===== config.mk =====
export PLATFORM = sky130hd
export DESIGN_NAME = pwm_db10
export DESIGN_NICKNAME = d
export VERILOG_FILES = /design/src/rtl/pwm_db10_pkg.sv /design/src/rtl/pwm_db10_ctrl.sv /design/src/rtl/pwm_db10_dp.sv /design/src/rtl/pwm_db10.sv
export SDC_FILE = /design/constraint.sdc
export NUM_CORES = 1
export LEC_CHECK = 0
export ABC_AREA = 1
export CORE_ASPECT_RATIO = 1.1
export CORE_MARGIN = 2
export CORE_UTILIZATION = 25
export DETAILED_ROUTE_END_ITERATION = 6
export HOLD_SLACK_MARGIN = 0.1
export SYNTH_ARGS = -nofsm -noshare
export SYNTH_HDL_FRONTEND = slang
export SYNTH_SLANG_ARGS = --single-unit

===== constraint.sdc =====
create_clock -name clk -period 2.4 [get_ports clk]
set_input_delay 0.48 -clock clk [delete_from_list [all_inputs] [get_ports clk]]
set_output_delay 0.48 -clock clk [all_outputs]
set_load 0.02 [all_outputs]

===== src/rtl/pwm_db10_pkg.sv =====
package pwm_db10_pkg;

  // Strobes from control to datapath
  typedef struct packed {
    logic stop;   // hold time base at zero, output low
    logic start;  // first cycle after mode select
    logic wrap;   // cycle boundary reached
    logic inc;    // ordinary tick
  } pwmStrobe_t;

  typedef enum logic {ST_IDLE = 1'b0, ST_RUN = 1'b1} pwmState_t;

  localparam logic [1:0] MODE_PWM = 2'b11;

endpackage


===== src/rtl/pwm_db10_ctrl.sv =====
module pwm_db10_ctrl
  import pwm_db10_pkg::*;
(
  input  logic       clk,
  input  logic       rst_n,
  input  logic       tick,
  input  logic       wrCtrl,
  input  logic [1:0] wrMode,
  input  logic       modeOn,
  input  logic       periodEnd,
  output pwmStrobe_t strobe,
  output logic       running
);

  pwmState_t state, stateNext;
  logic      wrOff;

  assign wrOff   = wrCtrl && (wrMode != MODE_PWM);
  assign running = (state == ST_RUN);

  always_comb begin
    strobe    = '0;
    stateNext = state;
    if (wrOff || !modeOn) begin
      strobe.stop = 1'b1;
      stateNext   = ST_IDLE;
    end else if (state == ST_IDLE) begin
      if (tick) begin
        strobe.start = 1'b1;
        stateNext    = ST_RUN;
      end
    end else if (tick) begin
      if (periodEnd) strobe.wrap = 1'b1;
      else           strobe.inc  = 1'b1;
    end
  end

  always_ff @(posedge clk or negedge rst_n) begin
    if (!rst_n) state <= ST_IDLE;
    else        state <= stateNext;
  end

endmodule


===== src/rtl/pwm_db10_dp.sv =====
module pwm_db10_dp
  import pwm_db10_pkg::*;
#(
  parameter int TMR_W = 8,
  parameter int SUB_W = 2,
  parameter int LO_POS = 4,
  localparam int BASE_W = TMR_W + SUB_W
) (
  input  logic              clk,
  input  logic              rst_n,
  input  logic              wrPeriod,
  input  logic              wrDutyHi,
  input  logic              wrCtrl,
  input  logic [TMR_W-1:0]  wrData,
  input  pwmStrobe_t        strobe,
  output logic              modeOn,
  output logic              periodEnd,
  output logic [BASE_W-1:0] dutyActive,
  output logic              pwmOut,
  output logic              periodMatch
);

  localparam logic [SUB_W-1:0] SUB_LAST = '1;

  logic [TMR_W-1:0]  periodReg, dutyHiReg, tmrReg, tmrNext;
  logic [SUB_W-1:0]  dutyLoReg, subReg, subNext;
  logic [1:0]        modeReg;
  logic [BASE_W-1:0] masterDuty, slaveDuty, baseNext;
  logic              outReg, matchReg;

  assign masterDuty = {dutyHiReg, dutyLoReg};
  assign modeOn     = (modeReg == MODE_PWM);
  assign periodEnd  = (tmrReg == periodReg) && (subReg == SUB_LAST);

  // Sub-count wraps into the timer
  always_comb begin
    subNext = subReg + 1'b1;
    tmrNext = (subReg == SUB_LAST) ? tmrReg + 1'b1 : tmrReg;
  end
  assign baseNext = {tmrNext, subNext};

  // Register file
  always_ff @(posedge clk or negedge rst_n) begin
    if (!rst_n) begin
      periodReg <= '0;
      dutyHiReg <= '0;
      dutyLoReg <= '0;
      modeReg   <= '0;
    end else begin
      if (wrPeriod) periodReg <= wrData;
      if (wrDutyHi) dutyHiReg <= wrData;
      if (wrCtrl) begin
        modeReg   <= wrData[3:2];
        dutyLoReg <= wrData[LO_POS+SUB_W-1:LO_POS];
      end
    end
  end

  // Time base, slave duty, output latch
  always_ff @(posedge clk or negedge rst_n) begin
    if (!rst_n) begin
      tmrReg    <= '0;
      subReg    <= '0;
      slaveDuty <= '0;
      outReg    <= 1'b0;
      matchReg  <= 1'b0;
    end else begin
      matchReg <= strobe.wrap;
      if (strobe.stop) begin
        tmrReg <= '0;
        subReg <= '0;
        outReg <= 1'b0;
      end else if (strobe.start || strobe.wrap) begin
        tmrReg    <= '0;
        subReg    <= '0;
        slaveDuty <= masterDuty;
        outReg    <= (masterDuty != '0);  // clear wins at zero duty
      end else if (strobe.inc) begin
        tmrReg <= tmrNext;
        subReg <= subNext;
        if (baseNext == slaveDuty) outReg <= 1'b0;
      end
    end
  end

  assign dutyActive  = slaveDuty;
  assign pwmOut      = outReg;
  assign periodMatch = matchReg;

endmodule


===== src/rtl/pwm_db10.sv =====
module pwm_db10
  import pwm_db10_pkg::*;
#(
  parameter int TMR_W = 8,
  parameter int SUB_W = 2
) (
  input  logic             clk,
  input  logic             rst_n,
  input  logic             tick,
  input  logic             wrPeriod,
  input  logic             wrDutyHi,
  input  logic             wrCtrl,
  input  logic [TMR_W-1:0] wrData,
  output logic             pwmOut,
  output logic             periodMatch
);

  localparam int BASE_W = TMR_W + SUB_W;

  pwmStrobe_t        strobe;
  logic              modeOn, periodEnd, running;
  logic [BASE_W-1:0] dutyActive;

  pwm_db10_ctrl u_ctrl (
    .clk      (clk),
    .rst_n    (rst_n),
    .tick     (tick),
    .wrCtrl   (wrCtrl),
    .wrMode   (wrData[3:2]),
    .modeOn   (modeOn),
    .periodEnd(periodEnd),
    .strobe   (strobe),
    .running  (running)
  );

  pwm_db10_dp #(.TMR_W(TMR_W), .SUB_W(SUB_W)) u_dp (
    .clk        (clk),
    .rst_n      (rst_n),
    .wrPeriod   (wrPeriod),
    .wrDutyHi   (wrDutyHi),
    .wrCtrl     (wrCtrl),
    .wrData     (wrData),
    .strobe     (strobe),
    .modeOn     (modeOn),
    .periodEnd  (periodEnd),
    .dutyActive (dutyActive),
    .pwmOut     (pwmOut),
    .periodMatch(periodMatch)
  );

endmodule


==> out/metrics.yaml <==
postSynthCellCount: 261
p_switching_uw: 457
grt_antenna_before_repair: 0
cts_tree: "built"
synth_area_per_cell_um2: 8.30
final_cells: 394
r2r_setup_slack_ns: 0.37
core_region_area_um2: 8410
num_rows: 35
tns_ns: 0
power_density_nw_per_um2: 703
dr.pass1.iters: 4
routedWlPerCell_um: 11.3
status: "finished, final reports clean"
switching_share_pct: 25.2
reg2reg_depth: 10
setup_viol: 0
max_cap_violations: 0
cp.arrival_ns: 2.21
drt-vias-per-instance: 4.37
overflow: 0
final_util_pct: 30.6
timing.rr.start: "u_dp.subReg[0]"
clk_path_buf_depth: 2
post_cts_buffers: 0
diodes: 0
grt_usage_pct: 10.3
io_pins: 16
slew_headroom_pct: 65.1
hold_viol: 0
vias: 1720
fmax_mhz: 492
cellLeakagePower_nw: 1.18
cts_made_buffers: 5
fin_crit_sh_pct: 84.8
reg2reg_to: "u_dp.dutyActive[7]"
clkSlewWorstSetupHoldPaths_ns: 0.08
cts_root_buf: "clkbuf_8"
initial_core_util_pct: 25.8
worst_pin_slew_ns: 0.519
ant_nets: 0
layout.nets: 298
ir_worst_vdd_mv: 0.462
async_flop_share_pct: 100
p_seq_share_pct: 48.3
die_w_um: 92.8
crit_path_start_kind: "flop"
syn-cell-area_um2: 2170
slew_viol_final: 0
path_class: "flop to flop"
synth-edff-count: 0
drc: 0
internal_power_mw: 1.35
yosysSeqAreaShare_pct: 49.7
place_inst: 386
grt_pass1_wl_um: 7760
grt_pass1_vias: 1714
p_comb_share_pct: 15.5
io_buffers: 15
syn_nets: 277
first_iter_violations: 87
cts.sinks: 43
htreeDepth: 2
worstSkewPairLatency_ns: 0.29
drive_gt1_share_pct: 12.7
dieArea_um2: 9430
grt_max_degree: 21
synth_flop_cell: "dfrtp_1"
fin_skew_ns: 0.00652
ctsResizeCount: 0
crit_fanout: 20
rsz0062_at_grt: "no"
synth.distinct_cells: 24
wl_um: 4440
hold_buffers: 0
post-dp-hpwl_um: 3530
cp.required_ns: 2.58
power.share.clock_pct: 36.1
worstHoldPathType: "input port to async pin"
area_delta_synth_final_pct: 18.9
layout_min_cycle_time_ns: 2.03
synth_seq_cells: 43
gp_congestion: 0.904
die_y_um: 102
synth_warnings: 0
end_kind: "flop"
==> through the flow <==
stage / hold slack, ns / worst slack (ns) / cell area [µm²] / power [mW]
global placement: 0.424 / 0.283 / 2440 / 1.17
CTS: 0.104 / 0.321 / 2580 / 1.83
detailed placement: 0.424 / 0.270 / 2440 / 1.17
global route: 0.124 / 0.0969 / 2580 / 1.91
finish: 0.0977 / 0.365 / 2580 / 1.81
floorplan: 0.184 / 0.769 / 2170 / 1.07
==> critical path, cell delays in order, from the launching register on <==
cell and delay (ns):
dfrtp_1 0.41, ha_1 0.28, inv_2 0.09, a21oi_2 0.11, o2111ai_1 0.13, nor2_2 0.27
inv_2 0.07, nand2_2 0.07, nand2_2 0.26, nand2_1 0.17, o21ai_2 0.06
==> synthesized netlist by cell type (all sizes together) (3+ instances only) <==
cell type	number	share of area, %
inv	37	6.4
o22ai	7	2.0
nand2	79	14
mux2	4	2.1
nand3	17	3.9
a21oi	4	1.1
nand4	3	0.87
nor2	19	4.4
o21ai	31	9.1
dfrtp	43	50
nand3b	4	1.4
==> layer usage <==
layer  track usage [%]  up-vias  share of wire [%]
li1                  -      884                  -
met1              12.4      795                 46
met2              17.9       29                 48
met3              1.41       12                2.7
met4              5.20        0                3.6
met5                 0        -                  0
==> power groups by stage <==
stage	logic [mW]	clock network, mW	registers [mW]
2_1_floorplan	0.205	0	0.869
3_3_place_gp	0.280	0	0.888
3_5_place_dp	0.284	0	0.890
4_1_cts	0.285	0.674	0.875
5_1_grt	0.327	0.698	0.886
6_report	0.281	0.654	0.875
==> logic make-up (layout without fill, tap and decap cells) <==
kind of cell    after synthesis  count (layout)  synth area share, %
fa+ha+maj                     2               2                 1.15
flops                        43              43                 49.7
xor+xnor                      4               4                 1.62
compound gates               43              43                 12.6
mux                           4               4                 2.08
buf+inv                      41              63                 7.79
simple gates                124             124                 25.1
==> worst max path at each step <==
stage | from | slack, ns | to | depth (start not counted)
after global routing | u_dp.subReg[0] | 0.1 | u_dp.dutyActive[2] | 10
after floorplan | u_dp.subReg[0] | 0.77 | u_dp.dutyActive[1] | 11
after CTS | u_dp.subReg[0] | 0.32 | u_dp.dutyActive[7] | 10
final | u_dp.subReg[0] | 0.37 | u_dp.dutyActive[7] | 10
after detailed placement | wrData[2] | 0.27 | u_dp.dutyActive[7] | 8
after global placement | wrData[2] | 0.28 | u_dp.dutyActive[5] | 8
==> placed cells by master, fill, tap and decap left out, types with 4 or more instances in the layout <==
cell type,count
nand2_1,77
dfrtp_1,43
inv_1,34
o21ai_0,20
nand3_1,17
nor2_1,15
clkdlybuf4s50_1,14
o21ai_2,11
o22ai_1,7
clkbuf_8,5
nand3b_1,4
mux2_2,4
==> state kept, by name, summed over array words and instances (netlist names) <==
| register | cells |
|---|---|
| u_dp.periodReg | 8 |
| u_dp.subReg | 2 |
| u_dp.pwmOut | 1 |
| u_ctrl.running | 1 |
| u_dp.dutyLoReg | 2 |
| u_dp.dutyActive | 10 |
| u_dp.tmrReg | 8 |
| u_dp.dutyHiReg | 8 |
| u_dp.periodMatch | 1 |
| u_dp.modeReg | 2 |
==> area by class of cell <==
cell class	instances	area, µm²
inverter	37	139
clock inverter	2	60.1
timing repair buffer	18	168
tap	111	139
fill	909	5830
clock buffer	6	72.6
sequential	43	1080
multi-input combinational	177	922
Note: power is estimated with default switching activity, not from simulation.
